**src/rtl/bcd_add_pkg.sv**
```systemverilog
package bcd_add_pkg;

    // width of one decimal digit code
    localparam int DIGIT_W   = 4;
    // largest legal digit value
    localparam int DIGIT_MAX = 9;

    typedef logic [DIGIT_W-1:0] bcd_digit_t;

    // result of one digit slice
    typedef struct packed {
        bcd_digit_t digit;
        logic       dcarry;
    } slice_res_t;

endpackage

```
**src/rtl/ripple_add.sv**
```systemverilog
// First-stage binary adder: W-bit ripple of full adders with carry out.
module ripple_add #(
    parameter int W = 4
) (
    input  logic [W-1:0] x,
    input  logic [W-1:0] y,
    input  logic         cin,
    output logic [W-1:0] s,
    output logic         co
);

    logic [W:0] c;

    assign c[0] = cin;

    for (genvar i = 0; i < W; i++) begin : g_fa
        assign s[i]   = x[i] ^ y[i] ^ c[i];
        assign c[i+1] = (x[i] & y[i]) | (c[i] & (x[i] ^ y[i]));
    end

    assign co = c[W];

endmodule

```
**src/rtl/fix_add.sv**
```systemverilog
// Second-stage adder: W-bit ripple with carry-in 0 whose final carry is
// dropped, so only the low W bits of the corrected digit are kept.
module fix_add #(
    parameter int W = 4
) (
    input  logic [W-1:0] x,
    input  logic [W-1:0] y,
    output logic [W-1:0] s
);

    logic [W-1:0] c;

    assign c[0] = 1'b0;

    for (genvar i = 0; i < W; i++) begin : g_fa
        assign s[i] = x[i] ^ y[i] ^ c[i];
        if (i < W - 1) begin : g_carry
            assign c[i+1] = (x[i] & y[i]) | (c[i] & (x[i] ^ y[i]));
        end
    end

endmodule

```
**src/rtl/bcd_digit_slice.sv**
```systemverilog
// One decimal digit: binary add, out-of-range detector, add-six correction.
module bcd_digit_slice
    import bcd_add_pkg::*;
(
    input  bcd_digit_t a_dig,
    input  bcd_digit_t b_dig,
    input  logic       dcarry_in,
    output slice_res_t res
);

    bcd_digit_t raw_sum;
    logic       raw_co;
    logic       fix_flag;
    bcd_digit_t fix_operand;
    bcd_digit_t fixed_sum;

    ripple_add #(.W(DIGIT_W)) u_stage1 (
        .x   (a_dig),
        .y   (b_dig),
        .cin (dcarry_in),
        .s   (raw_sum),
        .co  (raw_co)
    );

    // flag raw sums of 10..15 (bit 3 with bit 2 or bit 1) and 16..19 (carry)
    assign fix_flag = raw_co | (raw_sum[3] & (raw_sum[2] | raw_sum[1]));

    // correction operand is 0110 when flagged, 0000 otherwise
    assign fix_operand = {1'b0, fix_flag, fix_flag, 1'b0};

    fix_add #(.W(DIGIT_W)) u_stage2 (
        .x (raw_sum),
        .y (fix_operand),
        .s (fixed_sum)
    );

    assign res.digit  = fixed_sum;
    assign res.dcarry = fix_flag;

endmodule

```
**src/rtl/bcd_adder_top.sv**
```systemverilog
module bcd_adder_top
    import bcd_add_pkg::*;
#(
    parameter int NUM_DIGITS = 2,
    parameter bit REG_OUT    = 1'b1
) (
    input  logic                          clk,
    input  logic                          rst_n,
    input  logic [DIGIT_W*NUM_DIGITS-1:0] op_a,
    input  logic [DIGIT_W*NUM_DIGITS-1:0] op_b,
    input  logic                          carry_in,
    output logic [DIGIT_W*NUM_DIGITS-1:0] sum_out,
    output logic                          carry_out
);

    localparam int VEC_W = DIGIT_W * NUM_DIGITS;

    // carry_chain[i] enters digit i; carry_chain[NUM_DIGITS] leaves the top
    logic [NUM_DIGITS:0] carry_chain;
    logic [VEC_W-1:0]    sum_comb;
    slice_res_t          slice_res [NUM_DIGITS];

    assign carry_chain[0] = carry_in;

    for (genvar d = 0; d < NUM_DIGITS; d++) begin : g_digit
        bcd_digit_slice u_slice (
            .a_dig     (op_a[d*DIGIT_W +: DIGIT_W]),
            .b_dig     (op_b[d*DIGIT_W +: DIGIT_W]),
            .dcarry_in (carry_chain[d]),
            .res       (slice_res[d])
        );
        assign sum_comb[d*DIGIT_W +: DIGIT_W] = slice_res[d].digit;
        assign carry_chain[d+1]               = slice_res[d].dcarry;
    end

    if (REG_OUT) begin : g_reg
        always_ff @(posedge clk or negedge rst_n) begin
            if (!rst_n) begin
                sum_out   <= '0;
                carry_out <= 1'b0;
            end else begin
                sum_out   <= sum_comb;
                carry_out <= carry_chain[NUM_DIGITS];
            end
        end
    end else begin : g_comb
        assign sum_out   = sum_comb;
        assign carry_out = carry_chain[NUM_DIGITS];
    end

endmodule

```
**config.mk**
```make
export PLATFORM = sky130hd
export DESIGN_NAME = bcd_adder_top
export DESIGN_NICKNAME = d
export VERILOG_FILES = /design/src/rtl/bcd_add_pkg.sv /design/src/rtl/ripple_add.sv /design/src/rtl/fix_add.sv /design/src/rtl/bcd_digit_slice.sv /design/src/rtl/bcd_adder_top.sv
export SDC_FILE = /design/constraint.sdc
export NUM_CORES = 1
export LEC_CHECK = 0
export ABC_CLOCK_PERIOD_IN_PS = 800
export BUFFER_PORTS_ARGS = -buffer_cell sky130_fd_sc_hd__buf_4
export CAP_MARGIN = 20
export CORE_MARGIN = 5
export CORE_UTILIZATION = 45
export CTS_CLUSTER_SIZE = 24
export DETAILED_ROUTE_END_ITERATION = 10
export HOLD_SLACK_MARGIN = 0.03
export PLACE_DENSITY = 0.86
export SLEW_MARGIN = 20
export SYNTH_ARGS = -nofsm -noshare
export SYNTH_HDL_FRONTEND = slang
export SYNTH_HIERARCHICAL = 1
export SYNTH_SLANG_ARGS = --single-unit
```
**constraint.sdc**
```tcl
create_clock -name clk -period 0.8 [get_ports clk]
set_input_delay 0.08 -clock clk [delete_from_list [all_inputs] [get_ports clk]]
set_output_delay 0.08 -clock clk [all_outputs]
set_load 0.005 [all_outputs]
```
### Word-level counts from Yosys, hierarchy flattened

Index checks and enable logic that the tools add are counted.

* flip-flop bits (word level): 9
* output and inout port bits: 9
* logic and storage cells: 64
* input port bits: 19

* bitwise operators: 62

Operator list (number)
* 1-bit AND: 24
* 1-bit XOR: 24
* 1-bit bitwise OR: 14

### Depth between registers and ports, before layout

Gate-level depths: netlist (run 1).

* word-level depth: 23
* mapped depth: 24
* gate-level depth less buffers: 23

### Cells and area by module

The synthesis (run 1) kept the hierarchy.

Modules (own cells, without submodules)
* ripple_add: seq. area each 0.0 µm², area each 117.6 µm², instances 2, cells an instance 14
* bcd_adder_top: seq. area each 225.2 µm², area each 225.2 µm², instances 1, cells an instance 9
* fix_add: seq. area each 0.0 µm², area each 76.3 µm², instances 2, cells an instance 4
* bcd_digit_slice: seq. area each 0.0 µm², area each 22.5 µm², instances 2, cells an instance 4

### Worst setup path before layout (run 1)

OpenSTA, ideal clock, no wires.

* path type: input to register
* start point: input port op_b[0]
* end point: register sum_out[7]
* setup time: 0.135 ns
* buffers on the path: 1
* slack: -3.934 ns
* stages on the path: 24
* arrival: 4.599 ns
* data required time: 0.665 ns
* cell sequence: fa_1 > inv_1 > fa_1 > inv_1 > fa_1 > inv_1 > fa_1 > inv_1 > o21ai_1 > nand2b_1 > buf_4 > fa_1 > inv_1 > fa_1 > inv_1 > fa_1 > inv_1 > fa_1 > inv_1 > o21ai_1 > nand2b_1 > fa_1 > fa_1 > xor3_1

RTL lines
* start, declared: RTL line bcd_adder_top.sv:10 `input logic [DIGIT_W*NUM_DIGITS-1:0] op_b,`
* end signal, assigned: RTL line bcd_adder_top.sv:42 `sum_out <= sum_comb;`
* end, declared: RTL line bcd_adder_top.sv:12 `output logic [DIGIT_W*NUM_DIGITS-1:0] sum_out,`

==> metrics.md, run 1 <==
| Metric | Value |
|---|---|
| WP data required | `0.93 ns` |
| Post-Syn Instances | `53` |
| Minimum clock period | `4.421 ns` |
| Number of DRC markers in iteration 0 | `2` |
| Largest net degree at the start of global routing | `10` |
| Die Y | `48.24 microns` |
| Outcome | `complete, but fails checks` |
| CP startpoint kind | `input port` |
| RSZ-0062 raised after global routing | `true` |
| Diodes inserted | `0` |
| HP Class | `input port to async pin` |
| Overall Power | `2.646 mW` |
| Worst setup margin | `-3.621 ns` |
| Final slew viol count | `0` |
| GRT overflow | `0` |
| CP Cell Sequence | `buf_6, fa_2, inv_2, fa_2, inv_2, fa_2, inv_2, fa_1, inv_2, o21ai_2, nand2b_1, fa_2, inv_2, fa_2, inv_2, fa_2, inv_2, fa_2, inv_2, o21ai_2, nand2b_1, fa_2, fa_2, xor3_1` |
| Area Growth Syn to Fin | `75.48%` |
| First-pass GRT wire length | `4.519 mm` |
| Cell mode on critical path | `fa_2` |
| Layout cell share with drive strength beyond 1 | `68.57%` |
| IO Pins | `28` |
| Synth Area per Inst | `12.42 sq um` |
| Multi-input logic area | `397.9 sq um` |
| Vias in the first global route | `829` |
| Setup violators final | `17` |
| Fin crit share | `552.6%` |
| Number of port buffers | `27` |
| Worst path arrival time | `4.55 ns` |
| CTS tree | `built` |
| PD cells | `2291 nW/um^2` |
| CTS Sinks | `9` |
| DRT Pass-1 Iters | `2` |
| CTS buffer count | `3` |
| GP Congestion | `0.6536` |
| CORE AREA | `1350 sq um` |
| CP max stage cell | `fa_2` |
| Wirelength per Cell | `20.27 microns` |
| DRC viols | `0` |
| # fillers | `59` |
| Row count | `13` |
| H-Tree Depth | `1` |
| Slowest cell delay on critical path | `0.53 ns` |
| DR vias/cell | `4.583` |
| DIE WIDTH | `48.24 microns` |
| Register area share after synthesis | `34.22%` |
| CTS Buffer Depth | `2` |
| Mapped Area | `658.1 sq um` |
| Die ar. | `2327 sq um` |
| Ys Warns | `6` |
| Fmax | `226.2 MHz` |
| Largest fanout on the critical path | `2` |
| Max-cap viol count | `0` |
| Peak supply drop | `0.001059 V` |
| Reg area | `225.2 sq um` |
| Hold_ws | `0.1739 ns` |
| Yosys cell types | `9` |
| Initial core utilization | `48.75%` |
| Failing checks | `setup timing` |
| Routed WL | `2.432 mm` |
| Final Util | `85.54%` |
| HPWL after detailed placement | `1.077 mm` |
| Antenna violations before repair | `0` |
| Root buffer cell | `clkbuf_4` |
| Gr usage total | `31.98%` |
| Leakage dissipation | `0.6091 nW` |
| Vias | `550` |
| Clock slew at reported path FFs | `0.06 ns` |
| Most frequent cells in the layout | `buf_4 (34), buf_6 (13), inv_1 (12)` |
| Final-report hold violation count | `0` |
| Post-route ant nets | `0` |
| Final net count | `139` |
| Commonest non-fill, non-tap cell in the layout | `buf_4` |
| Crit path capture type | `flip-flop` |
| #FFs+latches synth | `9` |
| WS Path Type | `input port to flip-flop` |
worst max-delay path, delay by kind of cell:
| family | cells | cell delay, ns |
|---|---|---|
| simple gates | 2 | 0.22 |
| xor+xnor | 1 | 0.21 |
| buf+inv | 9 | 0.58 |
| fa+ha+maj | 10 | 3.34 |
| compound gates | 2 | 0.10 |
synthesized netlist by cell type:
| cell type | n | area [sq um] |
|---|---|---|
| buf_4 | 2 | 15.01 |
| fa_1 | 12 | 240.2 |
| o21ai_1 | 2 | 10.01 |
| inv_1 | 20 | 75.07 |
| dfrtp_1 | 9 | 225.2 |
| nand2b_1 | 2 | 12.51 |
| conb_1 | 2 | 7.510 |
| ha_1 | 2 | 25.02 |
| xor3_1 | 2 | 47.55 |
final cells by class:
cell class                 count  share of cell area [%]
multi-input combinational     24                   34.45
sequential                     9                   19.50
tap                           15                   1.625
inverter                      20                   6.501
timing repair buffer          48                   35.64
clock buffer                   4                   2.275
power breakdown:
part | switching [mW] | total [mW] | internal, mW | leakage, nW
registers | 0.0950 | 0.744 | 0.649 | 0.104
clock network | 0.162 | 0.354 | 0.192 | 0.0150
logic | 0.565 | 1.55 | 0.983 | 0.490
total | 0.821 | 2.65 | 1.82 | 0.609
worst max-delay path by stage:
| stage | slack [ns] | startpoint | end | cells past startpoint |
|---|---|---|---|---|
| floorplan | -3.56 | op_b[0] | sum_out[7]$_DFF_PN0_ | 24 |
| global placement | -3.60 | op_b[0] | sum_out[7]$_DFF_PN0_ | 24 |
| detailed placement | -3.75 | op_b[0] | sum_out[7]$_DFF_PN0_ | 24 |
| CTS | -3.38 | op_b[0] | sum_out[7]$_DFF_PN0_ | 24 |
| global route | -3.74 | op_b[0] | sum_out[7]$_DFF_PN0_ | 24 |
| finish | -3.62 | op_b[0] | sum_out[7]$_DFF_PN0_ | 24 |
flip-flops by register name, indices dropped and copies added, names as in the netlist:
signal and cells:
carry_out 1, sum_out 8
routing by layer:
layer | GRT usage (%) | part of all wire, % | vias to the layer above
met5 | 0 | 0 | -
met1 | 32.16 | 35 | 269
li1 | - | - | 241
met4 | 31.18 | 4.6 | 0
met2 | 53.39 | 56 | 28
met3 | 6.642 | 4.6 | 12
stage by stage:
step | cell area, sq um | std cells | setup WS, ns | setup TNS (ns)
6_report | 1155 | 120 | -3.621 | -20.76
5_1_grt | 1155 | 120 | -3.743 | -21.83
4_1_cts | 1277 | 139 | -3.376 | -22.88
3_5_place_dp | 947.2 | 102 | -3.745 | -21.76
3_3_place_gp | 947.2 | 102 | -3.602 | -20.89
2_1_floorplan | 688.2 | 55 | -3.559 | -20.09
cell families after synthesis:
logic type | after synthesis | synth area share [%]
AO/OA/AOI/OAI | 2 | 1.521
XOR/XNOR | 2 | 7.225
adder cells (fa/ha/maj) | 14 | 40.30
buffers and inverters | 22 | 13.69
flip-flops | 9 | 34.22
other | 2 | 1.141
AND/OR/NAND/NOR | 2 | 1.901
repair_timing:
item | in CTS | in global routing
buffers inserted | 36 | 3
hold buffers | 1 | 0
endpoints found under the hold margin | 9 | 0
gates resized for setup | 12 | 9
pin swaps | 0 | 3
setup endpoints to repair | 17 | 17
cloned | 0 | 0
Power figures use the tool's default switching activity.
==> inputs of run 2 (changes only) <==
- ABC_CLOCK_PERIOD_IN_PS: 800 -> 4100
- CTS_BUF_LIST: default -> sky130_fd_sc_hd__clkbuf_8
- clock period: 0.8 -> 4.1 ns (I/O delays scaled with it)
==> run 2 against run 1 <==
Against the previous run:
- the run still ends with setup timing left
- setup slack better by 3.2 ns
- combinational power is 84% lower
- non-clock buffer count decreased by 1
- global-route usage is 12 points lower
- hold slack better by 0.36 ns
- core utilization shrank 3.6 points
- sequential power decreased by 81%
- design area shrank 4.2%
- first-iteration DRC count down 50%
- clock-buffer cell count fell by 1
- sequential share of layout area grew 0.86 points
- critical path type unchanged
- largest cell class is now multi-input combinational cells
==> metrics.md, run 2 (synthesis results as in run 1) <==
| Metric | Value |
|---|---|
| Outcome | `complete, but fails checks (unchanged)` |
| Failing checks | `setup timing (unchanged)` |
| Worst path top cell family by delay | `adder cells (unchanged)` |
| Int Pwr | `0.3493 mW (was 1.824 mW)` |
| Crit path capture type | `flip-flop (unchanged)` |
| Top routing layer in use | `met4 (unchanged)` |
| Minimum clock period | `4.551 ns` |
| Antenna violations before repair | `0 (unchanged)` |
| Reg power frac | `28.4% (was 28.1%)` |
| P_sw | `0.1430 mW (was 0.8213 mW)` |
| Area Growth Syn to Fin | `68.06% (was 75.48%)` |
| H-Tree Depth | `1 (unchanged)` |
| Top flop regs | `sum_out: 8 flops, carry_out: 1 flops (unchanged)` |
| Final-report hold violation count | `0 (unchanged)` |
| Clk pwr share | `20.0% (was 13.4%)` |
| Largest register FFs | `8 (unchanged)` |
| Die ar. | `2327 sq um (unchanged)` |
| Fin crit share | `111.0%` |
| Leakage dissipation | `0.6012 nW (was 0.6091 nW)` |
| Row count | `13 (unchanged)` |
| Diodes inserted | `0 (unchanged)` |
| DRC viols | `0 (unchanged)` |
| Critical Path Sink | `sum_out[7]$_DFF_PN0_ (unchanged)` |
| Most frequent cells in the layout | `buf_4 (45), inv_1 (13), fa_2 (10) (was buf_4 (34), buf_6 (13), inv_1 (12))` |
| Setup violators final | `3 (was 17)` |
| DR vias/cell | `4.487 (was 4.583)` |
| Slowest cell delay on critical path | `0.50 ns (was 0.53 ns)` |
| Final net count | `138 (was 139)` |
| GRT overflow | `0 (unchanged)` |
| Largest fanout on the critical path | `2 (unchanged)` |
| CTS tree | `built (unchanged)` |
| Peak supply drop | `0.0002068 V (was 0.001059 V)` |
| Setup TNS | `-0.8385 ns (was -20.76 ns)` |
| Worst setup margin | `-0.4512 ns (was -3.621 ns)` |
| Post-route ant nets | `0 (unchanged)` |
| Vias in the first global route | `679 (was 829)` |
| WP data required | `4.20 ns (was 0.93 ns)` |
| Gr usage total | `19.56% (was 31.98%)` |
| RSZ-0062 raised after global routing | `true (unchanged)` |
| Routed WL | `1.663 mm (was 2.432 mm)` |
| Met3 Wirelength | `125 microns (was 111 microns)` |
| Reg with most FFs | `sum_out (unchanged)` |
| Initial core utilization | `48.75% (unchanged)` |
| Comb pwr share | `51.6% (was 58.5%)` |
| Number of port buffers | `27 (unchanged)` |
| Largest net degree at the start of global routing | `10 (unchanged)` |
| IO Pins | `28 (unchanged)` |
| DRT Pass-1 Iters | `4 (was 2)` |
| CP Cell Sequence | `buf_6, fa_2, inv_2, fa_2, inv_2, fa_2, inv_2, fa_1, inv_2, o21ai_2, nand2b_1, fa_2, inv_2, fa_2, inv_2, fa_2, inv_2, fa_1, inv_2, o21ai_2, nand2b_1, fa_2, fa_2, xor3_1 (was buf_6, fa_2, inv_2, fa_2, inv_2, fa_2, inv_2, fa_1, inv_2, o21ai_2, nand2b_1, fa_2, inv_2, fa_2, inv_2, fa_2, inv_2, fa_2, inv_2, o21ai_2, nand2b_1, fa_2, fa_2, xor3_1)` |
| Worst Setup SP | `op_b[0] (unchanged)` |
| Layout cell share with drive strength beyond 1 | `66.35% (was 68.57%)` |
| Met2 WL | `915 microns (was 1.354 mm)` |
| CORE AREA | `1350 sq um (unchanged)` |
| Max-cap viol count | `0 (unchanged)` |
| CP startpoint kind | `input port (unchanged)` |
| Die Y | `48.24 microns (unchanged)` |
| Number of DRC markers in iteration 0 | `1 (was 2)` |
| Final Util | `81.93% (was 85.54%)` |
| First-pass GRT wire length | `2.870 mm (was 4.519 mm)` |
| HPWL after detailed placement | `1.133 mm (was 1.077 mm)` |
| CP Buf/Inv Count | `9 (unchanged)` |
| PD cells | `445.1 nW/um^2 (was 2291 nW/um^2)` |
| Final slew viol count | `0 (unchanged)` |
| CP Depth | `24 (unchanged)` |
| Wirelength per Cell | `13.97 microns (was 20.27 microns)` |
| CTS buffer count | `3 (unchanged)` |
| CP max stage cell | `fa_1 (was fa_2)` |
| WS Path Type | `input port to flip-flop (unchanged)` |
| Fmax | `219.7 MHz` |
| Clock slew at reported path FFs | `0.04 ns (was 0.06 ns)` |
| Commonest non-fill, non-tap cell in the layout | `buf_4 (unchanged)` |
| Worst path arrival time | `4.65 ns (was 4.55 ns)` |
| CTS Buffer Depth | `2 (unchanged)` |
| DIE WIDTH | `48.24 microns (unchanged)` |
| GP Congestion | `0.7020 (was 0.6536)` |
| Met1 wire length | `540 microns (was 855 microns)` |
| Sw Share | `29.05% (was 31.04%)` |
| Vias | `534 (was 550)` |
| Root buffer cell | `clkbuf_8 (was clkbuf_4)` |
| HP Class | `input port to async pin (unchanged)` |
| CTS Sinks | `9 (unchanged)` |
==> run 2: cell types whose count changed in the layout (fill, tap and decap cells not counted) <==
cell,before,now
buf_6,13,1
buf_4,34,45
clkbuf_4,3,0
clkbuf_8,0,3
clkbuf_1,1,0
fa_1,1,2
fa_2,11,10
ha_1,1,2
ha_4,1,0
inv_1,12,13
==> run 2: power groups by stage <==
| stage | combinational (mW) | sequential (mW) | clock (mW) |
|---|---|---|---|
| after floorplan | 0.0882 | 0.143 | 0 |
| after global placement | 0.195 | 0.136 | 0 |
| after detailed placement | 0.208 | 0.139 | 0 |
| after CTS | 0.253 | 0.138 | 0.0999 |
| after global routing | 0.287 | 0.142 | 0.105 |
| final | 0.254 | 0.140 | 0.0984 |
==> run 2: final cells by class <==
cell class,count,area [sq um]
timing repair buffer,47,359.1
fill,81,244.0
clock buffer,3,41.29
sequential,9,225.2
tap,15,18.77
clock inverter,1,3.754
multi-input combinational,24,382.9
inverter,20,75.07
==> run 2: routing by layer <==
layer  up-vias  global-route usage (%)
met4         0                   17.74
met2        32                   34.38
met3        10                   3.321
li1        239                       -
met1       253                   19.15
met5         -                       0
==> run 2: worst min-delay path by stage <==
stage,startpoint,endpoint
after global placement,rst_n,sum_out[6]$_DFF_PN0_
after global routing,rst_n,sum_out[4]$_DFF_PN0_
after CTS,rst_n,sum_out[0]$_DFF_PN0_
final,rst_n,sum_out[4]$_DFF_PN0_
after floorplan,rst_n,carry_out$_DFF_PN0_
after detailed placement,rst_n,sum_out[0]$_DFF_PN0_
==> run 2: timing repair <==
item	4_1_cts	5_1_grt
buffers inserted	16	1
pin swaps	2	3
endpoints found under the hold margin	9	0
resized for setup	3	5
endpoints found under the setup margin	3	6
hold buffers	1	0
==> run 2: metrics by stage <==
stage	worst slack [ns]	power, mW	cell area [sq um]	hold WS, ns	std cells
floorplan	-0.6129	0.2310	685.7	0.1144	55
global placement	-0.5901	0.3301	952.2	0.2301	103
detailed placement	-0.7326	0.3463	952.2	0.2347	103
CTS	-0.4714	0.4914	1137	0.5577	124
global route	-0.6012	0.5333	1106	0.5613	119
finish	-0.4512	0.4923	1106	0.5372	119
==> inputs of run 3 (changes only) <==
- CORE_UTILIZATION: 45 -> 48
- PLACE_DENSITY: 0.86 -> 0.9
==> run 3 against run 2 <==
Against the previous run:
- the run still ends with setup timing left
- flip-flop and latch count unchanged
- first-iteration DRC count increased to 5.0 times the previous value
- hold slack got worse by 0.0036 ns
- clock-buffer cell count unchanged
- combinational power increased by 4%
- non-clock buffer count unchanged
- critical path depth unchanged
- critical endpoint unchanged
- core utilization increased by 3.1 points
- setup slack got worse by 0.088 ns
- design area unchanged
- sequential share of layout area unchanged
==> metrics.md, run 3 (synthesis results as in run 1) <==
| Metric | Value |
|---|---|
| Worst Setup SP | `op_b[0] (unchanged)` |
| Clk pwr share | `19.8% (was 20.0%)` |
| RSZ-0062 raised after global routing | `true (unchanged)` |
| Post-Layout Cell Count | `119 (unchanged)` |
| Vias in the first global route | `641 (was 679)` |
| WS Path Type | `input port to flip-flop (unchanged)` |
| Final net count | `138 (unchanged)` |
| Layout cell share with drive strength beyond 1 | `66.35% (unchanged)` |
| Most frequent cells in the layout | `buf_4 (45), inv_1 (13), fa_2 (10) (unchanged)` |
| Int Pwr | `0.3530 mW (was 0.3493 mW)` |
| Fmax | `215.6 MHz (was 219.7 MHz)` |
| Placed inst area | `944.7 sq um (was 952.2 sq um)` |
| Comb pwr share | `52.8% (was 51.6%)` |
| DRC viols | `0 (unchanged)` |
| Minimum clock period | `4.639 ns (was 4.551 ns)` |
| Largest register FFs | `8 (unchanged)` |
| CTS buffer count | `3 (unchanged)` |
| Reg with most FFs | `sum_out (unchanged)` |
| Wirelength per Cell | `15.82 microns (was 13.97 microns)` |
| Post-route ant nets | `0 (unchanged)` |
| Failing checks | `setup timing (unchanged)` |
| Outcome | `complete, but fails checks (unchanged)` |
| Peak supply drop | `0.0002291 V (was 0.0002068 V)` |
| HPWL after detailed placement | `1.179 mm (was 1.133 mm)` |
| GRT overflow | `0 (unchanged)` |
| Final Util | `85.00% (was 81.93%)` |
| Commonest non-fill, non-tap cell in the layout | `buf_4 (unchanged)` |
| P_sw | `0.1486 mW (was 0.1430 mW)` |
| Crit path capture type | `flip-flop (unchanged)` |
| DIE WIDTH | `47.03 microns (was 48.24 microns)` |
| Clock slew at reported path FFs | `0.04 ns (about the same)` |
| Pre-CTS WS | `-0.8302 ns (was -0.7326 ns)` |
| Routed WL | `1.882 mm (was 1.663 mm)` |
| Die ar. | `2212 sq um (was 2327 sq um)` |
| CP startpoint kind | `input port (unchanged)` |
| Reg power frac | `27.4% (was 28.4%)` |
| Met3 Wirelength | `124 microns (was 125 microns)` |
| DRT Pass-1 Iters | `3 (was 4)` |
| CP max stage cell | `fa_1 (unchanged)` |
| Row count | `13 (unchanged)` |
| Met2 WL | `1.035 mm (was 915 microns)` |
| CORE AREA | `1301 sq um (was 1350 sq um)` |
| Final-report hold violation count | `0 (unchanged)` |
| Critical Path Sink | `sum_out[7]$_DFF_PN0_ (unchanged)` |
| # fillers | `66 (was 81)` |
| WP data required | `4.20 ns (about the same)` |
| Worst setup margin | `-0.5393 ns (was -0.4512 ns)` |
| CTS tree | `built (unchanged)` |
| Gr usage total | `21.27% (was 19.56%)` |
| DR vias/cell | `4.513 (was 4.487)` |
| IO Pins | `28 (unchanged)` |
| Dpl cells | `102 (was 103)` |
| PD cells | `453.6 nW/um^2 (was 445.1 nW/um^2)` |
| Diodes inserted | `0 (unchanged)` |
| Multi-input logic area | `382.9 sq um (unchanged)` |
| Area Growth Syn to Fin | `68.06% (unchanged)` |
| Vias | `537 (was 534)` |
| Worst path top cell family by delay | `adder cells (unchanged)` |
| Final slew viol count | `0 (unchanged)` |
| Worst path arrival time | `4.74 ns (was 4.65 ns)` |
| CP Buf/Inv Count | `9 (unchanged)` |
| Fin crit share | `113.2% (was 111.0%)` |
| GP Congestion | `0.7026 (was 0.7020)` |
| Setup violators final | `3 (unchanged)` |
| CP Depth | `24 (unchanged)` |
| Top routing layer in use | `met4 (unchanged)` |
| Largest net degree at the start of global routing | `10 (unchanged)` |
| Leakage dissipation | `0.6015 nW (was 0.6012 nW)` |
| Met1 wire length | `627 microns (was 540 microns)` |
| Slowest cell delay on critical path | `0.49 ns (was 0.50 ns)` |
| Die Y | `47.03 microns (was 48.24 microns)` |
| Reg area | `225.2 sq um (unchanged)` |
| Number of DRC markers in iteration 0 | `5 (was 1)` |
| CTS Sinks | `9 (unchanged)` |
| H-Tree Depth | `1 (unchanged)` |
| Largest fanout on the critical path | `2 (unchanged)` |
| HP Class | `input port to async pin (unchanged)` |
| CTS Buffer Depth | `2 (unchanged)` |
| Top flop regs | `sum_out: 8 flops, carry_out: 1 flops (unchanged)` |
| Fin area | `1106 sq um (unchanged)` |
| Root buffer cell | `clkbuf_8 (unchanged)` |
| Number of port buffers | `27 (unchanged)` |
| Initial core utilization | `50.58% (was 48.75%)` |
| First-pass GRT wire length | `2.973 mm (was 2.870 mm)` |
| Antenna violations before repair | `0 (unchanged)` |
| Max-cap viol count | `0 (unchanged)` |
| CP Cell Sequence | `buf_6, fa_2, inv_2, fa_2, inv_2, fa_2, inv_2, fa_1, inv_2, o21ai_2, nand2b_1, fa_2, inv_2, fa_2, inv_2, fa_2, inv_2, fa_1, inv_2, o21ai_2, nand2b_1, fa_2, fa_2, xor3_1 (unchanged)` |
| Sw Share | `29.63% (was 29.05%)` |
==> run 3: cell counts in the layout (fill, tap and decap cells not counted) <==
Identical to the previous run, type by type.
==> run 3: stage by stage <==
stage	total power, mW	setup TNS (ns)	hold WS [ns]
final	0.5017	-1.110	0.5336
after global routing	0.5413	-1.585	0.5425
after CTS	0.4858	-0.9404	0.5367
after detailed placement	0.3432	-1.986	0.2349
after global placement	0.3255	-1.465	0.2301
after floorplan	0.2310	-1.388	0.1144
==> run 3: worst min path at each step <==
stage / startpoint / endpoint
2_1_floorplan: rst_n / carry_out$_DFF_PN0_
3_3_place_gp: rst_n / sum_out[6]$_DFF_PN0_
3_5_place_dp: rst_n / sum_out[7]$_DFF_PN0_
4_1_cts: rst_n / sum_out[2]$_DFF_PN0_
5_1_grt: rst_n / sum_out[2]$_DFF_PN0_
6_report: rst_n / sum_out[2]$_DFF_PN0_
==> run 3: timing repair <==
item,in CTS,in global routing
buffers inserted,16,0
pin swaps,2,3
hold buffers,1,0
hold endpoints to repair,9,0
gates resized for setup,3,4
endpoints found under the setup margin,3,5
==> run 3: per-layer routing <==
metal,vias up,global-route usage (%)
li1,239,-
met2,26,36.86
met4,0,14.92
met5,-,0
met3,11,5.364
met1,261,22.25
==> run 3: layout make-up <==
| cell class | count | share of cell area (%) |
|---|---|---|
| clock inverters | 1 | 0.3394 |
| multi-input cells | 24 | 34.62 |
| repair buffers | 47 | 32.47 |
| flip-flops and latches | 9 | 20.36 |
| clock buffers | 3 | 3.733 |
| well taps | 15 | 1.697 |
| inverters | 20 | 6.787 |
==> run 3: power by group through the flow <==
stage | registers (mW) | logic (mW) | clock network, mW
after global routing | 0.141 | 0.292 | 0.108
after global placement | 0.136 | 0.190 | 0
after CTS | 0.136 | 0.250 | 0.100
final | 0.138 | 0.265 | 0.0994
after floorplan | 0.143 | 0.0882 | 0
after detailed placement | 0.137 | 0.206 | 0
